**src/rtl/sbmbx_pkg.sv**
```systemverilog
package sbmbx_pkg;
  localparam logic [7:0] OPC_MRD = 8'h00;
  localparam logic [7:0] OPC_MWR = 8'h01;
  localparam logic [7:0] OPC_PRD = 8'h06;
  localparam logic [7:0] OPC_PWR = 8'h07;

  typedef enum logic [1:0] {ST_IDLE, ST_REQ, ST_WAIT} seq_st_e;

  typedef struct packed {
    logic [7:0] opc;
    logic [7:0] port;
    logic [4:0] devfn;
    logic [2:0] bar;
    logic [3:0] be;
  } dbell_t;

  function automatic dbell_t dbell_unpack(input logic [31:0] w);
    dbell_t d;
    d.opc   = w[31:24];
    d.port  = w[23:16];
    d.devfn = w[15:11];
    d.bar   = w[10:8];
    d.be    = w[7:4];
    return d;
  endfunction

  function automatic logic [31:0] dbell_pack(input dbell_t d, input logic busy);
    return {d.opc, d.port, d.devfn, d.bar, d.be, 3'b000, busy};
  endfunction
endpackage

```
**src/rtl/sbmbx_opdec.sv**
```systemverilog
module sbmbx_opdec
  import sbmbx_pkg::*;
(
  input  logic [7:0] opc,
  output logic       ok,
  output logic       rd
);
  always_comb begin
    ok = (opc == OPC_MRD) || (opc == OPC_MWR) || (opc == OPC_PRD) || (opc == OPC_PWR);
    rd = (opc == OPC_MRD) || (opc == OPC_PRD);
  end
endmodule

```
**src/rtl/sbmbx_seq.sv**
```systemverilog
module sbmbx_seq
  import sbmbx_pkg::*;
#(
  parameter int TMO_W = 8
) (
  input  logic             clk,
  input  logic             rst_n,
  input  logic             start,
  input  logic [TMO_W-1:0] tmo_limit,
  input  logic             req_ready,
  input  logic             rsp_valid,
  output logic             req_valid,
  output logic             busy,
  output logic             rsp_take,
  output logic             tmo_fire
);
  localparam int CW = TMO_W + 1;

  seq_st_e          st_q;
  logic [TMO_W-1:0] cnt_q;
  logic             cnt_last;

  always_comb begin
    req_valid = (st_q == ST_REQ);
    busy      = (st_q != ST_IDLE);
    rsp_take  = (st_q == ST_WAIT) && rsp_valid;
    cnt_last  = ({1'b0, cnt_q} + CW'(1)) == {1'b0, tmo_limit};
    tmo_fire  = busy && (tmo_limit != '0) && cnt_last && !rsp_take;
  end

  always_ff @(posedge clk) begin
    if (!rst_n) begin
      st_q  <= ST_IDLE;
      cnt_q <= '0;
    end else begin
      unique case (st_q)
        ST_IDLE: begin
          if (start) begin
            st_q  <= ST_REQ;
            cnt_q <= '0;
          end
        end
        ST_REQ: begin
          cnt_q <= cnt_q + 1'b1;
          if (tmo_fire)       st_q <= ST_IDLE;
          else if (req_ready) st_q <= ST_WAIT;
        end
        ST_WAIT: begin
          cnt_q <= cnt_q + 1'b1;
          if (rsp_take || tmo_fire) st_q <= ST_IDLE;
        end
        default: st_q <= ST_IDLE;
      endcase
    end
  end
endmodule

```
**src/rtl/sbmbx_bridge.sv**
```systemverilog
module sbmbx_bridge
  import sbmbx_pkg::*;
#(
  parameter int HOFS_W = 4,
  parameter int TMO_W  = 8
) (
  input  logic              clk,
  input  logic              rst_n,
  input  logic              hwr_en,
  input  logic [HOFS_W-1:0] hwr_ofs,
  input  logic [31:0]       hwr_data,
  input  logic [HOFS_W-1:0] hrd_ofs,
  output logic [31:0]       hrd_data,
  input  logic [TMO_W-1:0]  tmo_limit,
  output logic              sb_req_valid,
  input  logic              sb_req_ready,
  output logic [7:0]        sb_req_port,
  output logic [7:0]        sb_req_opc,
  output logic [31:0]       sb_req_addr,
  output logic [31:0]       sb_req_data,
  output logic [3:0]        sb_req_be,
  input  logic              sb_rsp_valid,
  input  logic [31:0]       sb_rsp_data,
  input  logic              sb_rsp_err
);
  localparam logic [HOFS_W-1:0] OFS_ADDR = HOFS_W'(4'h0);
  localparam logic [HOFS_W-1:0] OFS_DATA = HOFS_W'(4'h4);
  localparam logic [HOFS_W-1:0] OFS_DBEL = HOFS_W'(4'h8);
  localparam logic [HOFS_W-1:0] OFS_STAT = HOFS_W'(4'hC);

  logic [31:0] addr_q, data_q;
  dbell_t      db_q;
  logic        st_tmo_q, st_err_q;
  logic        busy, rsp_take, tmo_fire;
  logic        in_ok, in_rd, cur_ok, cur_rd;
  logic        wr_addr, wr_data, wr_dbel, wr_stat;
  logic        start, bad_opc;
  logic [31:0] db_rd;

  sbmbx_opdec u_dec_in (.opc(hwr_data[31:24]), .ok(in_ok), .rd(in_rd));
  sbmbx_opdec u_dec_cur (.opc(db_q.opc), .ok(cur_ok), .rd(cur_rd));

  sbmbx_seq #(.TMO_W(TMO_W)) u_seq (
    .clk      (clk),
    .rst_n    (rst_n),
    .start    (start),
    .tmo_limit(tmo_limit),
    .req_ready(sb_req_ready),
    .rsp_valid(sb_rsp_valid),
    .req_valid(sb_req_valid),
    .busy     (busy),
    .rsp_take (rsp_take),
    .tmo_fire (tmo_fire)
  );

  always_comb begin
    wr_addr = hwr_en && (hwr_ofs == OFS_ADDR) && !busy;
    wr_data = hwr_en && (hwr_ofs == OFS_DATA) && !busy;
    wr_dbel = hwr_en && (hwr_ofs == OFS_DBEL) && !busy;
    wr_stat = hwr_en && (hwr_ofs == OFS_STAT);
    start   = wr_dbel && hwr_data[0] && in_ok;
    bad_opc = wr_dbel && hwr_data[0] && !in_ok;
    db_rd   = dbell_pack(db_q, busy);
  end

  always_ff @(posedge clk) begin
    if (!rst_n) begin
      addr_q   <= '0;
      data_q   <= '0;
      db_q     <= '0;
      st_tmo_q <= 1'b0;
      st_err_q <= 1'b0;
    end else begin
      if (wr_addr) addr_q <= hwr_data;
      if (rsp_take && cur_rd) data_q <= sb_rsp_data;
      else if (wr_data)       data_q <= hwr_data;
      if (wr_dbel) db_q <= dbell_unpack(hwr_data);
      st_tmo_q <= tmo_fire | (st_tmo_q & ~(wr_stat & hwr_data[0]));
      st_err_q <= bad_opc | (rsp_take & sb_rsp_err) | (st_err_q & ~(wr_stat & hwr_data[1]));
    end
  end

  always_comb begin
    unique case (hrd_ofs)
      OFS_ADDR: hrd_data = addr_q;
      OFS_DATA: hrd_data = data_q;
      OFS_DBEL: hrd_data = db_rd;
      OFS_STAT: hrd_data = {30'd0, st_err_q, st_tmo_q};
      default:  hrd_data = '0;
    endcase
  end

  always_comb begin
    sb_req_port = db_q.port;
    sb_req_opc  = db_q.opc;
    sb_req_addr = addr_q;
    sb_req_be   = db_q.be;
    sb_req_data = cur_rd ? 32'd0 : data_q;
  end

  logic unused_ok;
  assign unused_ok = cur_ok & in_rd;
endmodule

```
**config.mk**
```make
export PLATFORM = sky130hd
export DESIGN_NAME = sbmbx_bridge
export DESIGN_NICKNAME = d
export VERILOG_FILES = /design/src/rtl/sbmbx_pkg.sv /design/src/rtl/sbmbx_opdec.sv /design/src/rtl/sbmbx_seq.sv /design/src/rtl/sbmbx_bridge.sv
export SDC_FILE = /design/constraint.sdc
export NUM_CORES = 1
export LEC_CHECK = 0
export BUFFER_PORTS_ARGS = -buffer_cell sky130_fd_sc_hd__buf_4
export CAP_MARGIN = 20
export CELL_PAD_IN_SITES_DETAIL_PLACEMENT = 0
export CELL_PAD_IN_SITES_GLOBAL_PLACEMENT = 2
export CORE_MARGIN = 3
export CORE_UTILIZATION = 29
export CTS_BUF_LIST = sky130_fd_sc_hd__clkbuf_8 sky130_fd_sc_hd__clkbuf_16
export CTS_CLUSTER_SIZE = 25
export DETAILED_ROUTE_END_ITERATION = 8
export PLACE_DENSITY_LB_ADDON = 0.1
export SLEW_MARGIN = 20
export SYNTH_ARGS = -nofsm -noshare
export SYNTH_HDL_FRONTEND = slang
export SYNTH_SLANG_ARGS = --single-unit
```
**constraint.sdc**
```tcl
create_clock -name clk -period 5.85 [get_ports clk]
set_input_delay 0.2925 -clock clk [delete_from_list [all_inputs] [get_ports clk]]
set_output_delay 0.2925 -clock clk [all_outputs]
set_load 0.02 [all_outputs]
```
Word-level counts from Yosys, hierarchy flattened
Cells that the tools add are included.
Operators by class
  reductions and logical operators: 35
  bitwise logic cells: 10
  div/mod/pow operators: 0
  shift operators: 0
  $lt $le $gt $ge: 0
  equal/unequal tests: 16
  $mul: 0
  add/subtract/negate cells: 2
  muxes and demuxes: 11
Operator list (number)
  case mux 32 bit (4 select lines): 1
  2-to-1 mux 32 bit: 3
  equality test 8 x 3 -> 1 bit, second input constant: 3
  equality test 4 bit, second input constant: 4
  zero test 8 bit: 2
  case mux 8 bit (2 select lines): 1
  logical AND 1 bit: 15
  adder 8 x 1 -> 9 bit, second input constant: 1
  equality test 9 x 8 -> 1 bit: 1
  adder 8 x 1 -> 8 bit, second input constant: 1
  equality test 4 x 3 -> 1 bit, second input constant: 2
  equality test 8 x 1 -> 1 bit, second input constant: 1
  zero test 4 bit: 2
  2-to-1 mux 2 bit: 4
  2-to-1 mux 8 bit: 1
  nonzero test 8 bit: 1
  case mux 2 bit (3 select lines): 1
  nonzero test 2 bit: 3
  bitwise AND 1 bit: 5
  logical OR 1 bit: 5
  inequality test 2 bit, second input constant: 2
  zero test 1 bit: 3
  inequality test 3 x 1 -> 1 bit, second input constant: 1
  OR 1 bit: 3
  other kinds (7): 8
Word-level totals
  output and inout port bits: 117
  RAM bits: 0
  latch bits: 0
  register bits: 104
  memory bits (read-only): 0
  word-level logic and storage cells: 85
  memories kept: 0

Depth between registers and ports, before layout
  depth after elaboration: 8
  gate-level depth with buffers: 10
  mapped depth without buffers: 9

By module
Synthesis repeated with hierarchy kept, for this count alone.
Unflattened totals
  cells, all modules: 782
  area, all modules: 6133.4 um2
By module, submodules not included
  sbmbx_bridge: cells an instance 644, seq. area each 1881.8 um2, area an instance 5037.3 um2, instances 1
  sbmbx_seq: cells an instance 130, seq. area each 200.2 um2, area an instance 1021.0 um2, instances 1
  sbmbx_opdec: cells an instance 4, seq. area each 0.0 um2, area an instance 37.5 um2, instances 2

Worst setup path after synthesis
OpenSTA, ideal clock, no wires.
  kind: register -> register
  start: reg u_seq.cnt_q[0]
  end: reg u_seq.st_q[1]
  stages on the path, launching flop included: 8
  path buffers: 0
  arrival time: 2032 ps
  period minus slack after synthesis: 2119 ps
  setup slack: 3731 ps
  data required time: 5764 ps
  cells stage by stage: dfxtp_1 -> ha_1 -> nand3_1 -> or3_1 -> a211oi_2 -> nand3_1 -> a211o_1 -> a221oi_2
Between the ends
  cells in the longest elaborated chain, start to end: 7
  elaborated cells between the ends (all ways): 10
RTL lines
  from (decl): RTL line sbmbx_seq.sv:20  | logic [TMO_W-1:0] cnt_q;
  from (signal assigned): RTL line sbmbx_seq.sv:44  | cnt_q <= cnt_q + 1'b1;
  from (signal assigned): RTL line sbmbx_seq.sv:49  | cnt_q <= cnt_q + 1'b1;
  adder 8 x 1 -> 9 bit (*): RTL line sbmbx_seq.sv:27  | cnt_last = ({1'b0, cnt_q} + CW'(1)) == {1'b0, tmo_limit};
  equality test 9 x 8 -> 1 bit (*): RTL line sbmbx_seq.sv:27
  logical AND 1 bit (*) (2 in series): RTL line sbmbx_seq.sv:28  | tmo_fire = busy && (tmo_limit != '0) && cnt_last && !rsp_take;
  logical OR 1 bit: RTL line sbmbx_seq.sv:50  | if (rsp_take || tmo_fire) st_q <= ST_IDLE;
  inequality test 2 bit (no line)
  AND reduction 3 bit (no line)
  to (signal assigned): RTL line sbmbx_seq.sv:33  | st_q <= ST_IDLE;
  to (signal assigned): RTL line sbmbx_seq.sv:50
  to (signal assigned): RTL line sbmbx_seq.sv:52  | default: st_q <= ST_IDLE;
  to (decl): RTL line sbmbx_seq.sv:19  | seq_st_e st_q;
Mark *: on every way between the ends. The rest lies on a longest branch, timed or not.
A chain may end at the register's enable or synchronous reset.

Worst setup path after layout
  start: reg u_seq.st_q[1]
  end: reg u_seq.cnt_q[5]
Between the ends
  cells in the longest elaborated chain, start to end: 7
  elaborated cells between the ends (all ways): 13
RTL lines
  from (signal assigned): RTL line sbmbx_seq.sv:33
  from (signal assigned): RTL line sbmbx_seq.sv:39  | st_q <= ST_REQ;
  from (signal assigned): RTL line sbmbx_seq.sv:45  | if (tmo_fire) st_q <= ST_IDLE;
  nonzero test 2 bit: RTL line sbmbx_seq.sv:25  | busy = (st_q != ST_IDLE);
  zero test 1 bit: RTL line sbmbx_bridge.sv:59  | wr_dbel = hwr_en && (hwr_ofs == OFS_DBEL) && !busy;
  logical AND 1 bit: RTL line sbmbx_bridge.sv:59
  logical AND 1 bit (2 in series): RTL line sbmbx_bridge.sv:61  | start = wr_dbel && hwr_data[0] && in_ok;
  inequality test 2 bit (no line)
  AND reduction 2 bit (no line)
Several ways; a longest one is shown, not always the timed one.

==> impl_metrics.py <==
metrics = {
    "outcome": {
        "status": "completed",
    },
    "critical_path": {
        "worstRegToRegCells": 8,
        "rr_endpoint": "u_seq.cnt_q[5]",
        "crit_fanout": 14,
        "cp.required_ns": 6.13,
        "r2r_slack_ns": 3.18,
        "cp-end-kind": "flop",
        "r2r-start": "u_seq.st_q[1]",
        "cp.arrival_ns": 2.95,
        "cp-start-kind": "flop",
        "worstSetupPathType": "flop to flop",
    },
    "place": {
        "port_buffers": 202,
        "place.gp.congestion": 0.795,
        "place_hpwl_um": 13500,
    },
    "worst_hold_path": {
        "hp-start": "rst_n",
        "hold_end": "u_seq.cnt_q[7]",
        "hold_class": "input port to flop",
        "holdPathStages": 2,
    },
    "global_route": {
        "grt-ovfl-total": 0,
        "grt_antenna_before_repair": 0,
        "grt_pass1_vias": 5594,
        "grt_max_degree": 103,
        "grt_first_pass_wirelength_um": 30800,
        "grt_usage_pct": 18.9,
    },
    "yosys": {
        "ys_seq_area_share_pct": 37.4,
        "synth_flop_cell": "dfxtp_1",
        "yosysWarnings": 0,
        "synthesis.nets": 819,
        "synth_top_cell_by_area": "dfxtp_1",
        "synth_cells": 729,
        "synthTopCellsByArea": "dfxtp_1 (37%), mux2i_1 (12%), a21oi_1 (9.0%)",
        "synth_edf_count": 0,
        "yosysTopAreaCellShare_pct": 37.4,
        "postSynthAreaPerCell_um2": 7.63,
        "ys_async_sr_fraction_pct": 0,
        "ys_ff_latch": 104,
        "ys_types": 48,
        "mappedNetlistArea_mm2": 0.00556,
    },
    "sta": {
        "finalClockSkew_ns": 0.00728,
        "worst_slew_pin_slew_ns": 0.904,
        "fmax_mhz": 374,
        "maxSlewHeadroom_pct": 39.4,
        "hold_viol_final": 0,
        "fin_crit_sh_pct": 45.7,
        "fin_setup_tns_ns": 0,
        "holdWs_ns": 0.195,
        "finalSetupViolations": 0,
        "drv_slew": 0,
        "rsz0062_at_grt": "false",
        "min_period_ns": 2.67,
    },
    "detailed_routing": {
        "drc": 0,
        "routed_wl_um": 20200,
        "first_iter_violations": 251,
        "wl_per_cell_um": 18.1,
        "first_pass_iters": 5,
        "ant_nets": 0,
        "routed-via-count": 5553,
        "vias_per_cell": 4.98,
    },
    "clocking": {
        "path_clk_slew_ns": 0.07,
        "clockBufferDepth": 2,
        "h-tree-depth": 3,
        "cts_buffers": 9,
        "insertion_delay_ns": 0.35,
        "root_buffer": "clkbuf_16",
        "clock_sinks": 104,
        "tritoncts": "built",
        "cts_hold_buffers": 0,
        "post_cts_buffers": 0,
        "cts_resized": 0,
    },
    "power": {
        "leakage_uw": 0.00323,
        "cellPowerDensity_mw_per_mm2": 242,
        "ir_worst_vdd_mv": 0.133,
    },
    "die": {
        "initial_utilization_pct": 29.6,
        "die_area_mm2": 0.0209,
        "rows": 50,
        "die-height_um": 144,
        "dieWidth_um": 144,
        "ios": 203,
        "core_region_area_mm2": 0.0188,
    },
    "job": {
        "max_cap_violations": 0,
    },
    "final_layout": {
        "drive_above_1_share_pct": 27.0,
        "syn_to_final_growth_pct": 33.1,
        "layout_commonest_cell": "buf_4",
        "n_antenna_cell": 0,
        "nets": 965,
        "final_cell_mix": "buf_4 (208), nand2_1 (130), dfxtp_1 (104)",
    },
}
[stage by stage]
step	instance area (um2)	std cells	worst slack, ns	util, %	power (uW)
6_report	7400	1114	3.18	39.4	1790
5_1_grt	7400	1114	2.95	39.4	1890
4_1_cts	7400	1114	3.14	39.4	1820
3_5_place_dp	7090	1098	3.13	37.8	1180
3_3_place_gp	7090	1098	3.26	37.8	1170
2_1_floorplan	5560	729	3.73	-	1030
[critical path: stages (launching register included)]
cell and delay, ns:
dfxtp_1 0.32, inv_1 0.11, ha_1 0.22, nand4bb_1 0.27, nor3b_4 0.69, a31oi_2 0.27, nand2b_4 0.24, or3_1 0.35
a21oi_1 0.14
[how the worst max path moves through the flow]
stage                              start             end  slack (ns)  depth (start not counted)
final                      u_seq.st_q[1]  u_seq.cnt_q[5]        3.18                          8
after global routing       u_seq.st_q[1]  u_seq.cnt_q[5]        2.95                          8
after CTS                  u_seq.st_q[1]  u_seq.cnt_q[5]        3.14                          8
after detailed placement   u_seq.st_q[1]  u_seq.cnt_q[5]        3.13                          8
after global placement     u_seq.st_q[1]  u_seq.cnt_q[5]        3.26                          8
after floorplan           u_seq.cnt_q[0]   u_seq.st_q[1]        3.73                          7
[report_power, final]
part	switching (uW)	leakage, uW	internal [uW]
registers	34.7	0.000840	754
logic	216	0.00225	152
clock network	281	0.000145	354
[Yosys cell counts (8+ instances only)]
cell type and number:
a211oi_1 33, dfxtp_1 104, a21oi_1 100, inv_1 8, buf_1 11, mux2i_1 65
clkbuf_1 42, and2_1 34, nand2_1 131, nor2_1 99, buf_4 20, nand3_1 8
[area by class of cell]
| cell class | count | area, um2 |
|---|---|---|
| clock buffers | 11 | 253 |
| clock inverters | 5 | 56.3 |
| fillers | 1968 | 11400 |
| inverters | 8 | 31.3 |
| multi-input cells | 543 | 3110 |
| flip-flops and latches | 104 | 2080 |
| well taps | 234 | 293 |
| repair buffers | 209 | 1570 |
[layer usage]
metal	vias up	wire length, um	track usage [%]
met5	-	0	0
met4	0	202	5.01
met3	13	1140	3.51
met2	166	9430	31.3
met1	2637	9420	25.5
li1	2737	-	-
[kinds of logic (layout without fill, tap and decap cells)]
family / after synthesis / in the layout / synth area share, %
compound gates: 154 / 154 / 16.3
xor+xnor: 9 / 9 / 1.42
fa+ha+maj: 4 / 4 / 0.900
buf+inv: 82 / 233 / 7.02
flops: 104 / 104 / 37.4
mux: 66 / 66 / 12.1
simple gates: 310 / 310 / 24.8
[flip-flops by register name (all words and copies together), names as in the netlist]
name / cells
data_q: 32
sb_req_addr: 32
db_q: 8
sb_req_opc: 8
sb_req_port: 8
u_seq.cnt_q: 8
sb_req_be: 4
u_seq.st_q: 2
st_err_q: 1
st_tmo_q: 1
No activity file was read; power rests on OpenSTA's default activity.
